--- config.mk ---
export PLATFORM = sky130hd
export DESIGN_NAME = ecc_inject_store
export DESIGN_NICKNAME = d
export VERILOG_FILES = /design/src/rtl/ecc_inject_store.sv
export SDC_FILE = /design/constraint.sdc
export NUM_CORES = 1
export LEC_CHECK = 0
export BUFFER_PORTS_ARGS = -buffer_cell sky130_fd_sc_hd__buf_2
export CAP_MARGIN = 25
export CORE_MARGIN = 3
export CORE_UTILIZATION = 55
export CTS_CLUSTER_DIAMETER = 60
export DETAILED_ROUTE_END_ITERATION = 10
export MAX_ROUTING_LAYER = met4
export PLACE_DENSITY = 0.72
export SYNTH_ARGS = -nofsm -noshare
export SYNTH_HDL_FRONTEND = slang
export SYNTH_SLANG_ARGS = --single-unit
--- constraint.sdc ---
create_clock -name clk -period 14.4 [get_ports clk]
set_input_delay 1.44 -clock clk [delete_from_list [all_inputs] [get_ports clk]]
set_output_delay 1.44 -clock clk [all_outputs]
set_load 0.01 [all_outputs]
--- src/rtl/ecc_inject_store.sv ---
module ecc_inject_store #(
  parameter int DW    = 64,
  parameter int CW    = 8,
  parameter int DEPTH = 16,
  parameter int AW    = $clog2(DEPTH)
) (
  input  logic          clk,
  input  logic          rst_n,
  input  logic          cfg_we,
  input  logic          cfg_sel,
  input  logic [DW-1:0] cfg_wdata,
  input  logic          wr_en,
  input  logic [AW-1:0] wr_addr,
  input  logic [DW-1:0] wr_data,
  input  logic          rd_en,
  input  logic [AW-1:0] rd_addr,
  output logic          rd_valid,
  output logic [DW-1:0] rd_data,
  output logic          err_corr,
  output logic          err_uncorr
);

  localparam int WW = DW + CW;

  function automatic int weight(input int v);
    int n;
    n = 0;
    for (int b = 0; b < CW; b++) n += (v >> b) & 1;
    return n;
  endfunction

  function automatic logic [DW-1:0][CW-1:0] build_cols();
    logic [DW-1:0][CW-1:0] h;
    int n;
    h = '0;
    n = 0;
    for (int w = 3; w <= CW; w += 2)
      for (int v = 0; v < (1 << CW); v++)
        if (weight(v) == w && n < DW) begin
          h[n] = v[CW-1:0];
          n++;
        end
    return h;
  endfunction

  localparam logic [DW-1:0][CW-1:0] HCOL = build_cols();

  function automatic logic [CW-1:0] encode(input logic [DW-1:0] d);
    logic [CW-1:0] c;
    c = '0;
    for (int i = 0; i < DW; i++)
      if (d[i]) c ^= HCOL[i];
    return c;
  endfunction

  logic [DW-1:0] dmask;
  logic [CW-1:0] cmask;
  logic [WW-1:0] mem [DEPTH];

  always_ff @(posedge clk) begin
    if (!rst_n) begin
      dmask <= '0;
      cmask <= '0;
    end else if (cfg_we) begin
      if (cfg_sel) cmask <= cfg_wdata[CW-1:0];
      else         dmask <= cfg_wdata;
    end
  end

  always_ff @(posedge clk)
    if (wr_en) mem[wr_addr] <= {encode(wr_data) ^ cmask, wr_data ^ dmask};

  logic [WW-1:0] raw;
  logic [DW-1:0] sdat, fixed;
  logic [CW-1:0] syn;
  logic          hit, corr_n, unc_n;

  assign raw  = mem[rd_addr];
  assign sdat = raw[DW-1:0];
  assign syn  = encode(sdat) ^ raw[DW +: CW];

  always_comb begin
    fixed  = sdat;
    hit    = 1'b0;
    corr_n = 1'b0;
    unc_n  = 1'b0;
    if (syn != '0) begin
      if (^syn) begin
        for (int i = 0; i < DW; i++)
          if (syn == HCOL[i]) begin
            fixed[i] = ~sdat[i];
            hit      = 1'b1;
          end
        for (int j = 0; j < CW; j++)
          if (syn == (CW'(1) << j)) hit = 1'b1;
        corr_n = hit;
        unc_n  = ~hit;
      end else begin
        unc_n = 1'b1;
      end
    end
  end

  always_ff @(posedge clk) begin
    if (!rst_n) begin
      rd_valid   <= 1'b0;
      rd_data    <= '0;
      err_corr   <= 1'b0;
      err_uncorr <= 1'b0;
    end else begin
      rd_valid   <= rd_en;
      err_corr   <= rd_en & corr_n;
      err_uncorr <= rd_en & unc_n;
      if (rd_en) rd_data <= fixed;
    end
  end

endmodule


# Yosys cells after proc, flatten, opt, wreduce, memory -nomap -nowiden

Memory sizes are Yosys's and may differ from the RTL's.
Index checks and enable logic that the tools add are counted.

Output and inout bits: 67
Bits of input ports: 142
Memories kept: 1
Bits in writable memories: 1,152
Logic and storage cells: 618
Register bits after elaboration: 139

Memories:

| name | depth | width | read ports | clocked after memory_dff | write ports | RTL line | RTL |
|---|---|---|---|---|---|---|---|
| mem  | 16    | 72    | 1          | 0                        | 1           | 58       | `logic [WW-1:0] mem [DEPTH];` |

Bitwise logic cells: 197
Muxes and demuxes: 338
Reduce and logical (&&, ||, !) cells: 4
Equality and inequality tests: 72

Operators by type and width:

| kind                                           | count |
|---|---|
| 2-to-1 mux 8 bit                               | 106 |
| inverter 3 bit                                 | 110 |
| 2-to-1 mux 7 bit                               | 34 |
| 2-to-1 mux 6 bit                               | 30 |
| == test 8 bit (second input constant)          | 22 |
| == test 8 x 7 -> 1 bit (second input constant) | 18 |
| 2-to-1 mux 1 bit                               | 144 |
| == test 8 x 6 -> 1 bit (second input constant) | 16 |
| 2-to-1 mux 64 bit                              | 2 |
| inverter 5 bit                                 | 16 |
| 2-to-1 mux 5 bit                               | 14 |
| inverter 1 bit                                 | 66 |
| == test 8 x 5 -> 1 bit (second input constant) | 8 |
| XOR 64 bit                                     | 1 |
| == test 8 x 4 -> 1 bit (second input constant) | 4 |
| 2-to-1 mux 4 bit                               | 6 |
| == test 8 x 3 -> 1 bit (second input constant) | 2 |
| XOR 8 bit                                      | 2 |
| == test 8 x 1 -> 1 bit (second input constant) | 1 |
| == test 8 x 2 -> 1 bit (second input constant) | 1 |
| nonzero test 8 bit                             | 1 |
| parity 8 bit                                   | 1 |
| 2-to-1 mux 3 bit                               | 2 |
| AND reduction 2 bit                            | 2 |
| bitwise AND 1 bit                              | 2 |

# Depth between registers and ports, before layout

Gate-level depths: netlist (run 1).
An unclocked memory read counts as a cell.

Depth after elaboration: 208
Depth in mapped cells: 30

# Worst setup path before layout (run 1)

OpenSTA, ideal clock, no wires.

Path type: in2reg
Start: input port wr_addr[2]
End: memory mem[0][0] (netlist name) (enable)
Setup slack: 6.969 ns
Arrival time: 6.840 ns
Path buffers: 0
Cell stages on the path: 2
Cell sequence: or3b_2 nor3_1

RTL lines:

| element            | RTL line | RTL |
|---|---|---|
| start: declaration | 13       | `input logic [AW-1:0] wr_addr,` |
| end: declaration   | 58       |  |

Straight into the memory's write port.

# Worst setup path in the final report (run 1)

Start: input port rd_addr[0]
End: register rd_data[2]

Word-level cells in the longest chain between the ends: 97
Elaborated cells between the ends (all ways): 136
Those cells by class: 1 x eq/ne; 67 x mux; 65 x bitwise; 2 x reduce/logical; 1 x memory

RTL lines:

| element                                                                    | RTL line | RTL |
|---|---|---|
| start: declaration                                                         | 16       | `input logic [AW-1:0] rd_addr,` |
| memory read (16 x 72 bit) (*)                                              | --       |  |
| 2-to-1 mux 3 bit                                                           | 52       | `if (d[i]) c ^= HCOL[i];` |
| inverter 3 bit (no source line) / 2-to-1 mux 4 bit (equally long branches) | --       |  |
| 2-to-1 mux 4 bit / inverter 3 bit (equally long branches) (2 in series)    | --       |  |
| inverter 3 bit (no source line) / 2-to-1 mux 4 bit (equally long branches) | --       |  |
| 2-to-1 mux 4 bit                                                           | 52       |  |
| inverter 3 bit (no source line) / 2-to-1 mux 5 bit (equally long branches) | --       |  |
| 2-to-1 mux 5 bit / inverter 3 bit (equally long branches) (2 in series)    | --       |  |
| [... 79 more ...]                                                          | --       |  |
| 2-to-1 mux 7 bit                                                           | 52       |  |
| inverter 5 bit (no source line)                                            | --       |  |
| 2-to-1 mux 7 bit                                                           | 52       |  |
| XOR 8 bit                                                                  | 80       | `assign syn = encode(sdat) ^ raw[DW +: CW];` |
| == test 8 x 4 -> 1 bit                                                     | 90       | `if (syn == HCOL[i]) begin` |
| 2-to-1 mux 1 bit                                                           | 90       |  |
| 2-to-1 mux 64 bit                                                          | 88       | `if (^syn) begin` |
| 2-to-1 mux 64 bit (*)                                                      | 87       | `if (syn != '0) begin` |
| end signal: assignment                                                     | 114      | `if (rd_en) rd_data <= fixed;` |
| end: declaration                                                           | 18       | `output logic [DW-1:0] rd_data,` |

Every way passes the cells marked *; elsewhere a longest branch is shown, timed or not.
A chain may end at the register's enable or synchronous reset.

==> results of run 1 <==
-- layout by cell type, fill, tap and decap left out, types with 23 or more instances in the layout --
master                      count
sky130_fd_sc_hd__a211oi_1      65
sky130_fd_sc_hd__a21oi_1       83
sky130_fd_sc_hd__a22oi_1       35
sky130_fd_sc_hd__buf_2        204
sky130_fd_sc_hd__buf_4         94
sky130_fd_sc_hd__clkbuf_1      33
sky130_fd_sc_hd__clkbuf_16    139
sky130_fd_sc_hd__clkinv_1      27
sky130_fd_sc_hd__dfxtp_1      139
sky130_fd_sc_hd__edfxtp_1    1152
sky130_fd_sc_hd__mux2i_1       30
sky130_fd_sc_hd__mux4_2       334
sky130_fd_sc_hd__nand2_1      210
sky130_fd_sc_hd__nand3_1       23
sky130_fd_sc_hd__nor2_1       116
sky130_fd_sc_hd__o21ai_0       24
sky130_fd_sc_hd__xnor2_1      289
sky130_fd_sc_hd__xor2_1       129
-- per-layer routing --
| layer | wire (um) | track usage (%) |
|---|---|---|
| met1 | 55900 | 42.1 |
| met2 | 69000 | 45.1 |
| met3 | 14900 | 4.44 |
| met4 | 3540 | 8.24 |
| met5 | 0 | - |
-- per-stage QoR --
| step | hold slack (ns) | instance area [um^2] | setup WS, ns | util [%] | total power [mW] |
|---|---|---|---|---|---|
| 3_5_place_dp | 0.459 | 56400 | 5.71 | 58.9 | 7.94 |
| 3_3_place_gp | 0.455 | 56300 | 5.73 | 58.8 | 7.87 |
| 5_1_grt | 0.484 | 60800 | 5.96 | 63.6 | 11.7 |
| 4_1_cts | 0.467 | 60600 | 6.47 | 63.3 | 11.2 |
| 2_1_floorplan | 0.448 | 53600 | 6.97 | - | 6.92 |
| 6_report | 0.465 | 60800 | 6.42 | 63.6 | 11.3 |
-- logic make-up after synthesis --
family / Yosys count
buf+inv: 164
mux: 370
fa+ha+maj: 12
simple gates: 434
xor+xnor: 436
flops: 1291
compound gates: 242
-- power breakdown --
part	internal, mW	total, mW	leakage [nW]	switching [mW]
logic	1.13	3.57	6.38	2.44
registers	4.37	4.41	11.6	0.0376
clock network	1.90	3.32	2.04	1.41
-- worst reg2reg max path, stage by stage, from the launching register on --
cell                       delay (ns)
sky130_fd_sc_hd__edfxtp_1        0.37
sky130_fd_sc_hd__mux4_2          0.48
sky130_fd_sc_hd__mux2_2          0.30
sky130_fd_sc_hd__o21ai_0         0.85
sky130_fd_sc_hd__xor2_1          0.19
sky130_fd_sc_hd__xnor2_1         0.52
sky130_fd_sc_hd__xnor2_1         0.15
sky130_fd_sc_hd__xnor2_1         0.16
sky130_fd_sc_hd__xnor2_1         0.29
sky130_fd_sc_hd__ha_1            0.30
sky130_fd_sc_hd__xor2_1          0.17
sky130_fd_sc_hd__xnor2_1         0.33
sky130_fd_sc_hd__xnor3_1         0.44
sky130_fd_sc_hd__o21ai_1         0.35
sky130_fd_sc_hd__nor3_1          0.49
sky130_fd_sc_hd__nand2_1         0.13
sky130_fd_sc_hd__xor2_1          0.18
sky130_fd_sc_hd__a211oi_1        0.22
-- area by class of cell --
type                    instances  area share (%)
flip-flops and latches       1291            61.4
clock buffers                 175            5.99
multi-input cells            1494            25.6
repair buffers                319            3.31
clock inverters                66           0.911
diodes                          1         0.00411
well taps                    1265            2.60
inverters                      16           0.107
-- sequential cells by signal, indices dropped and copies added (netlist names) --
signal and cells:
mem 1152, dmask 64, rd_data 64, cmask 8, err_corr 1, err_uncorr 1, rd_valid 1
-- worst max path at each step --
| stage | start | to | slack (ns) | cells past startpoint |
|---|---|---|---|---|
| after global placement | rd_addr[0] | rd_data[2]$_SDFFE_PN0P_ | 5.73 | 19 |
| final | rd_addr[0] | rd_data[2]$_SDFFE_PN0P_ | 6.42 | 19 |
| after CTS | rd_addr[0] | rd_data[3]$_SDFFE_PN0P_ | 6.47 | 19 |
| after detailed placement | rd_addr[0] | rd_data[2]$_SDFFE_PN0P_ | 5.71 | 19 |
| after floorplan | wr_addr[2] | mem[0][0]$_DFFE_PP_ | 6.97 | 2 |
| after global routing | rd_addr[0] | rd_data[3]$_SDFFE_PN0P_ | 5.96 | 19 |
==> flow_metrics.tcl, run 1 <==
set metrics [dict create \
    status "completed" \
    synth.cell_area_mm2 0.0536 \
    cts.hold.buffers_added 0 \
    ys_dominant_reg_cell "sky130_fd_sc_hd__edfxtp_1" \
    drv_cap 0 \
    area_growth_from_synthesis_to_layout_pct 13.6 \
    synth_simple_gate_area_share_pct 3.42 \
    worst_path_max_delay_cell "sky130_fd_sc_hd__o21ai_0" \
    cpLargestDelayFamily "XOR/XNOR gates" \
    synthTopCellsByArea "sky130_fd_sc_hd__edfxtp_1, sky130_fd_sc_hd__mux4_2, sky130_fd_sc_hd__dfxtp_1, sky130_fd_sc_hd__xnor2_1, sky130_fd_sc_hd__xor2_1" \
    slew_viols_final 0 \
    buffer_ports.inserted 208 \
    yosys_register_bits 1291 \
    grt_start_max_net_pins 135 \
    holdCritStartpoint "dmask[26]$_SDFFE_PN0P_" \
    max-vdd-ir-drop_v 0.000357 \
    synth_top_cell_by_area "sky130_fd_sc_hd__edfxtp_1" \
    critical_path.max_fanout 112 \
    muxShareOfSynthArea_pct 14.7 \
    grt_overflow 0 \
    multiInputGateArea_mm2 0.0156 \
    synth.distinct_cells 64 \
    final_critical_delay_including_setup_and_external_delays_ns 7.98 \
    r2r_start "mem[7][48]$_DFFE_PP_" \
    relSlewSlack_pct 24.0 \
    buf_inv_on_cp 2 \
    max_stage_delay_ns 0.85 \
    synth-edff-count 1152 \
    finalWirelength_um 143000 \
    top_achievable_clock_speed_mhz 125 \
    synthMostInstantiatedCell "sky130_fd_sc_hd__edfxtp_1" \
    synth_top_family_by_area "multiplexers" \
    syn_area_per_cell_um2 18.2 \
    hp-class "reg2reg" \
    postSynth.asyncResetShare_pct 0 \
    cts_made_buffers 135 \
    tightest_slew_ns 1.14 \
    hold_path_depth 2 \
    detailedRoute.firstIterationViolations 4075 \
    place.detailed.hpwl_um 86100 \
    worstSkewPairLatency_ns 0.74 \
    die_height_um 318 \
    rrSetupSlack_ns 8.38 \
    grt_pass1_wl_um 208000 \
    required_time_at_the_worst_slack_endpoint_ns 15.04 \
    num_rows 113 \
    max-clock-path-buffers 3 \
    timing.setup.tns_ns 0 \
    cts.repair_timing.setup_buffer_count 0 \
    largest_clock_skew_in_the_final_design_ns 0.0250 \
    critical_path_arrival_ns 8.62 \
    endpoint_class_of_the_critical_path "flop" \
    vias 29300 \
    power_leakage_nw 20.0 \
    layout.filler_cells 6469 \
    period_share_pct 55.4 \
    route.antenna.remaining_nets 0 \
    timing.reg2reg.worst_path_depth 17 \
    launching_element_type_of_the_critical_path "primary input" \
    layout-drive-gt1-share_pct 26.3 \
    yosys.area_share.adder_pct 0.280 \
    critical_path_class "in2reg" \
    rsz0062_at_grt "no" \
    drt-wirelength-per-cell_um 31.0 \
    die_area_mm2 0.101 \
    final-setup-viol-count 0 \
    total_clock_sinks 1291 \
    worstHoldEndpoint "dmask[26]$_SDFFE_PN0P_" \
    tritoncts "built" \
    synthXorXnorAreaFrac_pct 7.41 \
    regArea_mm2 0.0374 \
    final_cell_count_no_fill 4627 \
    critical_path.reg2reg.endpoint "rd_data[2]$_SDFFE_PN0P_" \
    cts.root.buffer_cell "sky130_fd_sc_hd__clkbuf_16" \
    via_count_of_the_first_global_routing_pass 29700 \
    synth-compound-area-share_pct 2.97 \
    critical_path.cell_chain "buf_8 > buf_12 > mux4_2 > mux2_2 > o21ai_0 > xor2_1 > xnor2_1 > xnor2_1 > xnor2_1 > xnor2_1 > ha_1 > xor2_1 > xnor2_1 > xnor3_1 > o21ai_1 > nor3_1 > nand2_1 > xor2_1 > a211oi_1" \
    netlist_top_cells_count "sky130_fd_sc_hd__edfxtp_1, sky130_fd_sc_hd__mux4_2, sky130_fd_sc_hd__xnor2_1" \
    design.core.area_mm2 0.0957 \
    synth.yosys.seq_area_share_pct 69.8 \
    ioPinCount 209 \
    firstDrtPassIters 6 \
    post-synth-top-area-fraction_pct 64.6 \
    synth-warning-count 0 \
    numPlacedInstances 4355 \
    drc_errors 0 \
    initial_antenna_violation_count 0 \
    viasPerCell 6.34 \
    grtUsageTotal_pct 29.5 \
    layout.nets 3411 \
    h-tree-depth 4 \
    chipWidth_um 318 \
    routabilityCongestion 0.950 \
    post_cts_repair_resize_count 0 \
    clk_transition_reported_paths_ns 0.06 \
    number_of_hold_slack_violations_in_the_final_timing_report 0 \
    gate_count_after_technology_mapping 2949 \
    critical-path-top-cell-by-count "sky130_fd_sc_hd__xnor2_1" \
    synth.net_count 3103 \
    powerDensity_mw_per_mm2 186 \
    floorplan.initialDensity_pct 56.0 \
]
Note: power is estimated with default switching activity, not from simulation.
==> run 2, diff against run 1 <==
Clock period 14.4 ns to 8.2 ns, I/O delays scaled along.
==> run 2 against run 1 <==
Net effect:
- count of clock-buffer cells in the layout up 1
- critical path depth up 1
- worst hold slack lost 0.15 ns
- combinational power up 69%
- sequential power increased by 76%
- clock power increased by 74%
- critical endpoint is now err_corr$_SDFF_PN0_
- critical path type unchanged
- first-iteration DRC count fell by 7.6%
- final cell count grew 0.32%
- sequential cell count unchanged
- register-to-register slack got worse by 5.9 ns
- worst setup slack got worse by 4.6 ns
- die area did not move
==> flow_metrics.tcl, run 2 (synthesis gave the netlist of run 1 again) <==
set metrics [dict create \
    status "completed" \
    timing.setup.tns_ns 0 \
    design.core.area_mm2 0.0957 \
    chipWidth_um 318 \
    slew_viols_final 0 \
    drt-wirelength-per-cell_um 31.6 \
    routabilityCongestion 0.919 \
    max-vdd-ir-drop_v 0.000522 \
    grt_pass1_wl_um 212000 \
    power_leakage_nw 20.0 \
    die_height_um 318 \
    critical_path.max_fanout 53 \
    viasPerCell 6.35 \
    post_dp_cell_area_mm2 0.0567 \
    place.detailed.hpwl_um 91100 \
    relSlewSlack_pct 24.0 \
    critical_path_class "in2reg" \
    fin_hold_ws_ns 0.319 \
    clk_transition_reported_paths_ns 0.06 \
    initial_antenna_violation_count 4 \
    layout.nets 3429 \
    rsz0062_at_grt "no" \
    worstSkewPairLatency_ns 0.75 \
    launching_element_type_of_the_critical_path "primary input" \
    vias 29500 \
    required_time_at_the_worst_slack_endpoint_ns 8.82 \
    period_share_pct 78.2 \
    number_of_hold_slack_violations_in_the_final_timing_report 0 \
    drv_cap 0 \
    cts.repair_timing.setup_buffer_count 0 \
    critical_path_arrival_ns 7.03 \
    grt_overflow 0 \
    largest-register "mem" \
    critical_path.cell_chain "buf_6 > buf_4 > mux4_2 > mux2_2 > o21ai_0 > xor2_1 > xnor2_1 > xor2_1 > xnor2_1 > inv_1 > ha_1 > nand2_1 > nand3_1 > nand2_1 > nor2_1 > a2111oi_0 > a31oi_1 > a2111oi_0 > a41oi_1 > nor2b_1" \
    finalWirelength_um 147000 \
    post_cts_repair_resize_count 0 \
    ioPinCount 209 \
    final_cell_mix "sky130_fd_sc_hd__edfxtp_1, sky130_fd_sc_hd__mux4_2, sky130_fd_sc_hd__xnor2_1" \
    buf_inv_on_cp 3 \
    num_rows 113 \
    hp-class "in2reg" \
    floorplan.initialDensity_pct 56.0 \
    biggestRegsByFlops "mem x1152, dmask x64, rd_data x64" \
    total_power_of_the_final_layout_mw 19.5 \
    commonest_non_fill_non_tap_cell_in_the_layout "sky130_fd_sc_hd__edfxtp_1" \
    largest_clock_skew_in_the_final_design_ns 0.0352 \
    powerDensity_mw_per_mm2 320 \
    grt_start_max_net_pins 105 \
    die_area_mm2 0.101 \
    firstDrtPassIters 5 \
    tritoncts "built" \
    layout-drive-gt1-share_pct 26.6 \
    endpoint_class_of_the_critical_path "flop" \
    cpLargestDelayFamily "compound AO/OA/AOI/OAI gates" \
    final_cell_area_mm2 0.0610 \
    cts_made_buffers 132 \
    via_count_of_the_first_global_routing_pass 30100 \
    buffer_ports.inserted 208 \
    layout.filler_cells 6510 \
    largest_reg_flops 1152 \
    total_clock_sinks 1291 \
    grtUsageTotal_pct 30.1 \
    worst_path_max_delay_cell "sky130_fd_sc_hd__o21ai_0" \
    route.antenna.remaining_nets 0 \
    cts.hold.buffers_added 0 \
    final-setup-viol-count 0 \
    max_stage_delay_ns 0.79 \
    top_achievable_clock_speed_mhz 156 \
    fin_util_pct 63.7 \
    drc_errors 0 \
    h-tree-depth 4 \
    tightest_slew_ns 1.14 \
    multiInputGateArea_mm2 0.0156 \
    area_growth_from_synthesis_to_layout_pct 13.8 \
    regArea_mm2 0.0374 \
    detailedRoute.firstIterationViolations 3767 \
    cts.root.buffer_cell "sky130_fd_sc_hd__clkbuf_16" \
    final_critical_delay_including_setup_and_external_delays_ns 6.41 \
    max-clock-path-buffers 3 \
]
run 2: changes by cell type in the layout (fill, tap and decap cells not counted), sizes merged:
cell      previous run  this run
buf                317       340
clkinvlp             3         6
inv                 29        25
clkinv              44        37
bufinv               6         7
clkbuf             177       176
run 2: layer usage:
layer	share of wire (%)	up-vias	GRT usage (%)	wire (um)
met5	0	-	-	0
met4	2.8	0	8.78	4120
met3	10	238	4.79	14900
met2	49	1810	46.7	71300
met1	38	15300	41.9	56200
li1	-	12200	-	-
run 2: tightest hold or removal path, stage by stage:
cell and delay (ns):
sky130_fd_sc_hd__buf_2 0.09, sky130_fd_sc_hd__nand2_1 0.05, sky130_fd_sc_hd__a21oi_1 0.05
run 2: path summary, 6_finish.rpt:
kind / from / to / slack [ns] / cells past startpoint
max reg2reg: mem[5][48]$_DFFE_PP_ / err_corr$_SDFF_PN0_ / 2.51 / 18
min reg2reg: dmask[56]$_SDFFE_PN0P_ / dmask[56]$_SDFFE_PN0P_ / 0.47 / 2
max: rd_addr[2] / err_corr$_SDFF_PN0_ / 1.79 / 20
min: cfg_wdata[12] / dmask[12]$_SDFFE_PN0P_ / 0.32 / 3
run 2: metrics by stage:
| stage | instances | setup slack (ns) |
|---|---|---|
| finish | 4642 | 1.79 |
| global route | 4642 | 1.33 |
| CTS | 4623 | 1.85 |
| detailed placement | 4388 | 1.05 |
| global placement | 4373 | 1.05 |
| floorplan | 2949 | 1.39 |
run 2: power breakdown:
| part | total [mW] | leakage (nW) | internal (mW) | switching, mW |
|---|---|---|---|---|
| logic | 6.02 | 6.50 | 1.93 | 4.09 |
| clock network | 5.77 | 1.99 | 3.30 | 2.48 |
| registers | 7.74 | 11.6 | 7.68 | 0.0598 |
| total | 19.5 | 20.0 | 12.9 | 6.63 |
run 2: final cells by class:
type / instances / area share, %
Inverter: 16 / 0.107
Antenna cell: 1 / 0.00410
Clock inverter: 59 / 0.905
Timing Repair Buffer: 340 / 3.65
Tap cell: 1265 / 2.60
Clock buffer: 176 / 5.86
Sequential cell: 1291 / 61.3
Multi-Input combinational cell: 1494 / 25.6
